**config.mk**
```make
export PLATFORM = sky130hd
export DESIGN_NAME = irq_vector_unit
export DESIGN_NICKNAME = d
export VERILOG_FILES = /design/src/rtl/irqv_pkg.sv /design/src/rtl/irqv_sync.sv /design/src/rtl/irqv_prio.sv /design/src/rtl/irqv_ack_ctrl.sv /design/src/rtl/irq_vector_unit.sv
export SDC_FILE = /design/constraint.sdc
export NUM_CORES = 1
export LEC_CHECK = 0
export BUFFER_PORTS_ARGS = -buffer_cell sky130_fd_sc_hd__buf_2
export CORE_MARGIN = 3
export CORE_UTILIZATION = 47
export CTS_BUF_LIST = sky130_fd_sc_hd__clkbuf_8
export DETAILED_ROUTE_END_ITERATION = 10
export PLACE_DENSITY = 0.88
export RECOVER_POWER = 25
export SKIP_CTS_REPAIR_TIMING = 1
export SLEW_MARGIN = 20
export SYNTH_ARGS = -nofsm -noshare
export SYNTH_HDL_FRONTEND = slang
export SYNTH_HIERARCHICAL = 1
export SYNTH_SLANG_ARGS = --single-unit
```
**constraint.sdc**
```tcl
create_clock -name clk -period 1.25 [get_ports clk]
set_input_delay 0.375 -clock clk [delete_from_list [all_inputs] [get_ports clk]]
set_output_delay 0.375 -clock clk [all_outputs]
set_load 0.02 [all_outputs]
```
**src/rtl/irqv_pkg.sv**
```systemverilog
package irqv_pkg;
  localparam int unsigned MAX_SRC = 7;

  typedef struct packed {
    logic       valid;
    logic [2:0] code;
    logic       ext;
  } irqv_win_t;

  function automatic logic [7:0] restart_byte(input logic [2:0] code);
    return {2'b11, code, 3'b111};
  endfunction
endpackage

```
**src/rtl/irqv_sync.sv**
```systemverilog
module irqv_sync #(
  parameter int unsigned WIDTH  = 1,
  parameter int unsigned STAGES = 2,
  parameter logic [WIDTH-1:0] RST_VAL = '0
) (
  input  logic             clk,
  input  logic             rst,
  input  logic [WIDTH-1:0] d,
  output logic [WIDTH-1:0] q
);
  logic [WIDTH-1:0] chain [STAGES];

  always_ff @(posedge clk) begin
    if (rst) chain[0] <= RST_VAL;
    else     chain[0] <= d;
  end

  for (genvar s = 1; s < STAGES; s++) begin : g_stage
    always_ff @(posedge clk) begin
      if (rst) chain[s] <= RST_VAL;
      else     chain[s] <= chain[s-1];
    end
  end

  assign q = chain[STAGES-1];
endmodule

```
**src/rtl/irqv_prio.sv**
```systemverilog
module irqv_prio #(
  parameter int unsigned NUM_SRC = 6,
  localparam int unsigned CW = $clog2(NUM_SRC + 1)
) (
  input  logic [NUM_SRC-1:0] pend,
  output logic               any,
  output logic [CW-1:0]      code
);
  logic [NUM_SRC:0]   seen;
  logic [NUM_SRC-1:0] first;

  assign seen[0] = 1'b0;
  for (genvar i = 0; i < NUM_SRC; i++) begin : g_chain
    assign seen[i+1] = seen[i] | pend[i];
    assign first[i]  = pend[i] & ~seen[i];
  end

  always_comb begin
    code = '0;
    for (int i = 0; i < NUM_SRC; i++) begin
      if (first[i]) code = code | CW'(i + 1);
    end
  end

  assign any = seen[NUM_SRC];
endmodule

```
**src/rtl/irqv_ack_ctrl.sv**
```systemverilog
module irqv_ack_ctrl
  import irqv_pkg::*;
#(
  parameter int unsigned CW = 3
) (
  input  logic          clk,
  input  logic          rst,
  input  logic          en_int,
  input  logic          pend_any,
  input  logic [CW-1:0] pend_code,
  input  logic          ext_act,
  output logic [7:0]    data_out,
  output logic          data_oe,
  output logic          int_flag,
  output logic          bus_ack
);
  logic      en_q;
  irqv_win_t win_q, win_d;
  logic      opening;

  assign opening = en_int & ~en_q;

  always_comb begin
    win_d = win_q;
    if (opening) begin
      win_d.valid = pend_any;
      win_d.code  = 3'(pend_code);
      win_d.ext   = ext_act;
    end else if (!en_int) begin
      win_d.valid = 1'b0;
      win_d.ext   = 1'b0;
    end
  end

  always_ff @(posedge clk) begin
    if (rst) begin
      en_q     <= 1'b0;
      win_q    <= '0;
      data_out <= '0;
      data_oe  <= 1'b0;
      int_flag <= 1'b0;
      bus_ack  <= 1'b0;
    end else begin
      en_q     <= en_int;
      win_q    <= win_d;
      data_oe  <= en_int & win_d.valid;
      data_out <= (en_int & win_d.valid) ? restart_byte(win_d.code) : 8'h00;
      int_flag <= opening & pend_any;
      bus_ack  <= en_int & ~win_d.valid & win_d.ext;
    end
  end
endmodule

```
**src/rtl/irq_vector_unit.sv**
```systemverilog
module irq_vector_unit #(
  parameter int unsigned NUM_SRC     = 6,
  parameter int unsigned SYNC_STAGES = 2
) (
  input  logic               clk,
  input  logic               rst,
  input  logic [NUM_SRC-1:0] src_req,
  input  logic [NUM_SRC-1:0] src_mask,
  input  logic               ext_req_n,
  input  logic               dbin,
  input  logic               inta,
  output logic               int_req,
  output logic [7:0]         data_out,
  output logic               data_oe,
  output logic               int_flag,
  output logic               bus_ack
);
  localparam int unsigned CW = $clog2(NUM_SRC + 1);

  logic [NUM_SRC-1:0] src_s;
  logic               ext_s_n;
  logic [NUM_SRC-1:0] pend;
  logic               pend_any;
  logic [CW-1:0]      pend_code;
  logic               en_int;

  irqv_sync #(.WIDTH(NUM_SRC), .STAGES(SYNC_STAGES), .RST_VAL('0)) u_src_sync (
    .clk(clk), .rst(rst), .d(src_req), .q(src_s)
  );

  irqv_sync #(.WIDTH(1), .STAGES(SYNC_STAGES), .RST_VAL(1'b1)) u_ext_sync (
    .clk(clk), .rst(rst), .d(ext_req_n), .q(ext_s_n)
  );

  assign pend   = src_s & ~src_mask;
  assign en_int = dbin & inta;

  irqv_prio #(.NUM_SRC(NUM_SRC)) u_prio (
    .pend(pend), .any(pend_any), .code(pend_code)
  );

  always_ff @(posedge clk) begin
    if (rst) int_req <= 1'b0;
    else     int_req <= pend_any | ~ext_s_n;
  end

  irqv_ack_ctrl #(.CW(CW)) u_ack (
    .clk(clk), .rst(rst), .en_int(en_int),
    .pend_any(pend_any), .pend_code(pend_code), .ext_act(~ext_s_n),
    .data_out(data_out), .data_oe(data_oe),
    .int_flag(int_flag), .bus_ack(bus_ack)
  );
endmodule

```
# Yosys cells after proc, flatten, opt, wreduce, memory -nomap -nowiden
# Memory sizes are Yosys's and may differ from the RTL's.
# Cells that the tools add are included.
[totals]
ff_bits = 18
latchBits = 0
mem_bits_rw = 14
rom_bits = 0
input_bits = 17
out_inout_bits = 12
wordCells = 64
mem_count = 2
[op_classes]
addsub = 0
mul = 0
div_mod_pow = 0
order_cmp = 0
n_eq_ne = 0
shifts = 0
muxes = 19
n_bitwise = 32
reduce_logical = 1
[mem_list]
columns = ["memory", "depth", "width", "rd", "rd_ports_with_merged_regs", "write_ports", "line", "rtl"]
rows = [
  ["u_src_sync.chain", 2, 6, 2, 0, 2, "irqv_sync.sv:11", "logic [WIDTH-1:0] chain [STAGES];"],
  ["u_ext_sync.chain", 2, 1, 2, 0, 2, "irqv_sync.sv:11", ""],
]
[op_table]
columns = ["operator", "count"]
rows = [
  ["2-to-1 mux 3 bit", 4],
  ["2-to-1 mux 6 bit", 2],
  ["AND 1 bit", 11],
  ["2-to-1 mux 1 bit", 10],
  ["bitwise OR 1 bit", 10],
  ["inverter 1 bit", 9],
  ["2-to-1 mux 8 bit", 1],
  ["AND 6 bit", 1],
  ["inverter 6 bit", 1],
  ["2-to-1 mux 2 bit", 2],
  ["OR reduction 2 bit", 1],
]

# Longest topological paths before layout
# Gate-level depths: netlist of run 1.
[logic_depth]
word_depth = 11
depth_mapped = 6

# Cells and area by module
# Netlist of run 1, hierarchy kept.
[by_module_without_submodules]
columns = ["module", "instances", "cells_each", "area_per_inst_um2", "seq_area_each_um2"]
rows = [
  ["irqv_ack_ctrl", 1, 40, 416.6, 240.2],
  ["irqv_sync (u_src_sync)", 1, 25, 366.6, 240.2],
  ["irq_vector_unit", 1, 11, 80.1, 20.0],
  ["irqv_prio", 1, 10, 55.1, 0.0],
  ["irqv_sync (u_ext_sync)", 1, 4, 52.6, 40.0],
]

# Worst setup path before layout of run 1
# No wires, ideal clock.
[synth_timing]
kind = "input port to flip-flop"
startpoint = "input port src_mask[3]"
endpoint = "register u_ack.data_out[3]"
setup_ns = 0.118
arrival_time_ns = 1.159
required_ns = 1.132
path_slack_ns = -0.026
path_stages = 6
path_cell_list = "nor2b_1 -> nor3_1 -> nand2_1 -> mux2_2 -> nand2_2 -> nor2_1"
[synth_via]
elab_chain_len = 9
word_cells_on_any_way = 14
classes_between = "4 x mux; 9 x bitwise; 1 x reduce/logical"
[synth_lines]
columns = ["item", "line", "rtl"]
rows = [
  ["from (decl)", "irq_vector_unit.sv:8", "input logic [NUM_SRC-1:0] src_mask,"],
  ["inverter 6 bit", "irq_vector_unit.sv:35", "assign pend = src_s & ~src_mask;"],
  ["AND 6 bit", "irq_vector_unit.sv:35", ""],
  ["bitwise OR 1 bit (3 in series)", "irqv_prio.sv:14", "assign seen[i+1] = seen[i] | pend[i];"],
  ["net pend_any", "irq_vector_unit.sv:23", "logic pend_any;"],
  ["2-to-1 mux 1 bit", "irqv_ack_ctrl.sv:25", "if (opening) begin"],
  ["AND 1 bit", "irqv_ack_ctrl.sv:47", "data_out <= (en_int & win_d.valid) ? restart_byte(win_d.code) : 8'h00;"],
  ["inverter 1 bit (no source line)", "--", ""],
  ["OR reduction 2 bit (no source line)", "--", ""],
  ["to (signal assigned)", "irqv_ack_ctrl.sv:47", ""],
  ["to (decl)", "irqv_ack_ctrl.sv:12", "output logic [7:0] data_out,"],
]
# The timed path passes the listed nets, and every way through them passes these cells.
# A chain may end at the register's enable or synchronous reset.

==> flow_metrics.tcl, run 1 <==
set metrics [dict create \
    period_share_pct 105.0 \
    wl_met1_um 669 \
    syn-num-nets 107 \
    ys_seq_elements 27 \
    totalPowerFinal_mw 1.545 \
    start_util_pct 52.79 \
    grt_usage_pct 13.12 \
    netlist_area_um2 970.9 \
    grt_pass1_vias 630 \
    tightest_slew_ps 457.7 \
    syn_inst 90 \
    grt_pass1_wl_mm 2.553 \
    port-buffer-count 28 \
    finClkSkew_ps 4.165 \
    fillers 159 \
    setup_viol 7 \
    rsz0062_at_grt "true" \
    final_common_cell "buf_2" \
    fin_cells 148 \
    place_ws_ps -227.0 \
    wirelength_mm 1.647 \
    avgViaCountPerCell 4.595 \
    dieArea_um2 2647 \
    finalSetupTns_ps -265.6 \
    synth.distinct_cells 24 \
    synth_top_family_by_area "simple AND/OR/NAND/NOR gates" \
    globalRoute.totalOverflow 0 \
    drtAntennaViolNets 0 \
    synthXorXnorAreaFrac_pct 0 \
    most-common-layout-cells "buf_2 (27), dfxtp_1 (24), nor2b_2 (10), nor2_1 (9), nor2b_4 (6)" \
    drc 0 \
    fin_ws_ps -62.62 \
    status "finished with violations" \
    grt_start_max_net_pins 17 \
    period_needed_ps 1313 \
    nNetsFinal 141 \
    clock_latency_ps 260 \
    core_um2 1839 \
    final_core_util_pct 67.96 \
    gp_congestion 0.7474 \
    clockRootBuffer "clkbuf_8" \
    cp_data_required_time_ps 1410 \
    h-tree-depth 1 \
    power.density_nw_per_um2 1236 \
    synthAdderAreaFrac_pct 0 \
    area_growth_syn_to_layout_pct 28.74 \
    hpwl_mm 1.210 \
    num_vias 680 \
    worstHoldPathType "in -> reg" \
    holdWs_ps 281.4 \
    yosys_warnings 6 \
    dp_cells 144 \
    cp-start-kind "flip-flop" \
    finalHoldViolCount 0 \
    dr_wl_met2_um 860 \
    first_pass_iters 4 \
    die_x_um 51.45 \
    drive_gt1_share_pct 54.47 \
    rows 15 \
    cts_tree "done" \
    antenna_found_initial 0 \
    fin_area_um2 1250 \
    crit_fanout 5 \
    muxShareOfSynthArea_pct 5.284 \
    synth-compound-area-share_pct 3.351 \
    arrival_ps 1470 \
    synth.avg_cell_area_um2 10.79 \
    ys_seq_area_share_pct 55.67 \
    clk_pin_slew_ps 90 \
    top_layer_used "met3" \
    fmax_ghz 0.7618 \
    clock-sinks 27 \
    synth-simple-area-share_pct 27.96 \
    insertedDiodeCount 0 \
    first_iter_violations 8 \
    dieHeight_um 51.45 \
    violations "setup timing" \
    placed_area_um2 1155 \
    cap_violations 0 \
    power.leakage_nw 0.5819 \
    dr_wl_met3_um 117 \
    ios 29 \
    drt-wirelength-per-cell_um 11.13 \
    slew_headroom_pct 69.48 \
    peakVddDrop_v 0.0008765 \
    path_class "reg -> reg" \
    cts_buffers 3 \
    crit_path_end_kind "flip-flop" \
    clock_path_buffers 2 \
    final_max_slew_viol_count 0 \
]
==> where the power goes <==
part / internal [mW] / leakage (nW) / switching, mW / total (mW)
clock: 0.225 / 0.0217 / 0.253 / 0.478
sequential: 0.891 / 0.223 / 0.0111 / 0.902
combinational: 0.0861 / 0.338 / 0.0789 / 0.165
total: 1.20 / 0.582 / 0.343 / 1.54
==> worst max-delay path: stages, from the launching register on <==
cell and delay, ps:
dfxtp_2 330, nor2b_4 120, nor3_2 200, nand2_1 110, mux2_4 290, nand2_4 110, nor2_1 50
==> path summary, 6_finish.rpt <==
| check | startpoint | endpoint | slack [ps] | cells after the start |
|---|---|---|---|---|
| max | u_src_sync/chain[1][2] | u_ack/data_out[3] | -60 | 6 |
| min | ext_req_n | u_ext_sync/chain[0] | 280 | 2 |
| max reg2reg | u_src_sync/chain[1][2] | u_ack/data_out[3] | -60 | 6 |
| min reg2reg | u_ext_sync/chain[0] | u_ext_sync/chain[1] | 410 | 1 |
==> synth_stat cells <==
cell / number / share of area [%]
nor2_1: 11 / 4.3
inv_2: 1 / 0.39
nor2b_2: 9 / 8.1
nand2b_1: 1 / 0.64
dfxtp_1: 27 / 56
a32oi_1: 1 / 0.90
inv_1: 6 / 2.3
nand2_1: 1 / 0.39
a21oi_1: 1 / 0.51
mux2i_1: 4 / 4.1
and3b_1: 1 / 0.90
buf_6: 1 / 1.2
and2b_2: 2 / 1.8
nor2b_4: 2 / 2.8
nor3_1: 2 / 1.0
buf_4: 5 / 3.9
and2_1: 1 / 0.64
a221o_1: 1 / 1.0
mux2_2: 1 / 1.2
nor2b_1: 7 / 4.5
or2_1: 2 / 1.3
nand2_2: 1 / 0.64
a21oi_2: 1 / 0.90
or3b_1: 1 / 0.90
==> area by class of cell <==
class / instances / area, µm² / area share (%)
multi-input cells: 50 / 415.4 / 33.23
flip-flops and latches: 27 / 544.3 / 43.54
clock inverters: 1 / 7.507 / 0.6006
repair buffers: 35 / 183.9 / 14.71
well taps: 25 / 31.28 / 2.503
clock buffers: 3 / 41.29 / 3.303
inverters: 7 / 26.28 / 2.102
==> flip-flops by register name, summed over array words and instances, names as in the netlist <==
register and cells:
int_req 1, u_ack/bus_ack 1, u_ack/data_out 4, u_ack/en_q 1, u_ack/int_flag 1, u_ack/win_q 5
u_ext_sync/chain 2, u_src_sync/chain 12
==> metal layers <==
layer / vias to the layer above / track usage [%]
li1: 343 / -
met1: 311 / 14.47
met2: 26 / 23.52
met3: 0 / 3.499
met4: 0 / 5.240
met5: - / 0
==> logic make-up (layout without fill, tap and decap cells) <==
family / after synthesis / count (layout)
compound gates: 4 / 4
buf+inv: 13 / 46
flops: 27 / 27
mux: 5 / 5
simple gates: 41 / 41
(Power assumes the default switching activity.)
==> run 2: changes to the inputs <==
--- a/config.mk
+++ b/config.mk
@@ -10,7 +10,7 @@
 export CORE_UTILIZATION = 47
 export CTS_BUF_LIST = sky130_fd_sc_hd__clkbuf_8
 export DETAILED_ROUTE_END_ITERATION = 10
-export PLACE_DENSITY = 0.88
+export PLACE_DENSITY = 0.85
 export RECOVER_POWER = 25
 export SKIP_CTS_REPAIR_TIMING = 1
 export SLEW_MARGIN = 20
==> constraint.sdc (replaced) <==
create_clock -name clk -period 1.65 [get_ports clk]
set_input_delay 0.495 -clock clk [delete_from_list [all_inputs] [get_ports clk]]
set_output_delay 0.495 -clock clk [all_outputs]
set_load 0.02 [all_outputs]
==> run 2 against run 1 <==
  * The run now ends clean
  * Routed wire length fell by 13%
  * Critical path depth unchanged
  * Final area down 8.1%
  * Die area is the same
  * Register-to-register slack improved by 240 ps
  * Clock-buffer cell count unchanged
  * Power shrank 27%
  * Clock power shrank 27%
  * Non-clock buffer count fell by 5
  * Critical path type unchanged
  * Sequential power is 24% lower
  * Critical endpoint is now u_ack/data_out[5]
==> flow_metrics.tcl, run 2 (synthesized netlist as in run 1, its figures left out) <==
set metrics [dict create \
    core_um2 1839 \
    p_sw_mw 0.2396 \
    h-tree-depth 1 \
    path_buf_inv 0 \
    final_max_slew_viol_count 0 \
    first_iter_violations 11 \
    dieHeight_um 51.45 \
    r2r_start "u_src_sync/chain[1][1]" \
    power.density_nw_per_um2 985.7 \
    period_needed_ps 1470 \
    internal_power_mw 0.8926 \
    holdWs_ps 413.7 \
    reg.largest.list "u_src_sync/chain x12, u_ack/win_q x5, u_ack/data_out x4" \
    fillers 178 \
    finalHoldViolCount 0 \
    die_x_um 51.45 \
    clock_latency_ps 260 \
    crit_family "simple AND/OR/NAND/NOR gates" \
    whs_path_depth 2 \
    rows 15 \
    period_share_pct 89.07 \
    area_growth_syn_to_layout_pct 18.30 \
    grt_pass1_vias 619 \
    setup_viol 0 \
    path_class "reg -> reg" \
    status "finished clean" \
    insertedDiodeCount 0 \
    arrival_ps 1630 \
    crit_chain "nor2b_1 -> nor3_1 -> nand2_1 -> mux2_2 -> nand2_2 -> nor2_1" \
    rsz0062_at_grt "false" \
    avgViaCountPerCell 4.497 \
    peakVddDrop_v 0.0006636 \
    min_to "u_ext_sync/chain[0]" \
    cap_violations 0 \
    rrSetupSlack_ps 180 \
    dieArea_um2 2647 \
    pwr-share-clk_pct 30.7 \
    combPwrFrac_pct 9.1 \
    drtAntennaViolNets 0 \
    hpwl_mm 1.082 \
    r2r-end "u_ack/data_out[5]" \
    cp_data_required_time_ps 1810 \
    antenna_found_initial 0 \
    drt-wirelength-per-cell_um 10.01 \
    grt_pass1_wl_mm 2.380 \
    drc 0 \
    largest_reg_flops 12 \
    slowest_delay_ps 310 \
    fmax_ghz 0.6804 \
    first_pass_iters 4 \
    clk_pin_slew_ps 90 \
    finClkSkew_ps 5.009 \
    globalRoute.totalOverflow 0 \
    crit_path_end_kind "flip-flop" \
    grt_usage_pct 11.83 \
    clock-sinks 27 \
    grt_start_max_net_pins 15 \
    crit_fanout 5 \
    clockRootBuffer "clkbuf_8" \
    gp_congestion 0.7721 \
    cp-start-kind "flip-flop" \
    slew_headroom_pct 55.65 \
    power.leakage_nw 0.5460 \
    drive_gt1_share_pct 40.68 \
    regMostFlops "u_src_sync/chain" \
    cts_tree "done" \
    ios 29 \
    nNetsFinal 136 \
    tightest_slew_ps 665.2 \
    worstHoldPathType "in -> reg" \
    pwr-share-seq_pct 60.2 \
    clock_path_buffers 2 \
    switching_share_pct 21.16 \
    min-delay-start "ext_req_n" \
    port-buffer-count 28 \
    cts_buffers 3 \
    start_util_pct 52.79 \
    num_vias 643 \
    most-common-layout-cells "buf_2 (27), dfxtp_1 (27), nor2_1 (11), nor2b_2 (9)" \
    wirelength_mm 1.431 \
    finalSetupTns_ps 0 \
    worst_path_max_delay_cell "dfxtp_1" \
    reg2reg_depth 6 \
]
==> run 2: final cells by class <==
| type | count | area, µm² | share of cell area [%] |
|---|---|---|---|
| Inverter | 7 | 26.28 | 2.288 |
| Multi-Input combinational cell | 50 | 355.3 | 30.94 |
| Timing Repair Buffer | 30 | 150.1 | 13.07 |
| Clock buffer | 3 | 41.29 | 3.595 |
| Sequential cell | 27 | 540.5 | 47.06 |
| Tap cell | 25 | 31.28 | 2.723 |
| Clock inverter | 1 | 3.754 | 0.3268 |
==> run 2: worst max path at each step <==
stage,startpoint,to,slack [ps],cells past startpoint
3_5_place_dp,src_mask[3],u_ack/data_out[5],-6,7
5_1_grt,u_src_sync/chain[1][3],u_ack/data_out[5],120,6
6_report,u_src_sync/chain[1][1],u_ack/data_out[5],180,6
3_3_place_gp,src_mask[1],u_ack/data_out[5],60,7
4_1_cts,u_src_sync/chain[1][3],u_ack/data_out[5],180,6
2_1_floorplan,src_mask[3],u_ack/data_out[3],250,6
==> run 2: power by group through the flow <==
stage / sequential, mW / combinational (mW) / clock [mW]
global placement: 0.696 / 0.101 / 0
detailed placement: 0.697 / 0.104 / 0
global route: 0.684 / 0.115 / 0.386
finish: 0.682 / 0.103 / 0.348
floorplan: 0.700 / 0.0675 / 0
CTS: 0.682 / 0.105 / 0.352
==> run 2: stage by stage <==
stage               setup WS [ps]  utilization [%]  instances  power (mW)  cell area (µm²)
detailed placement         -6.354            60.27        139      0.8011             1109
CTS                         176.1            62.72        143       1.139             1154
finish                      180.3            62.45        143       1.132             1149
global placement            57.95            60.27        139      0.7965             1109
floorplan                   253.6                -         90      0.7679            970.9
global route                117.6            62.45        143       1.185             1149
==> run 2: metal layers <==
metal | global-route usage [%] | routed length, µm
met5 | 0 | 0
met4 | 5.240 | 0
met3 | 3.207 | 137
met1 | 13.00 | 609
met2 | 20.97 | 684
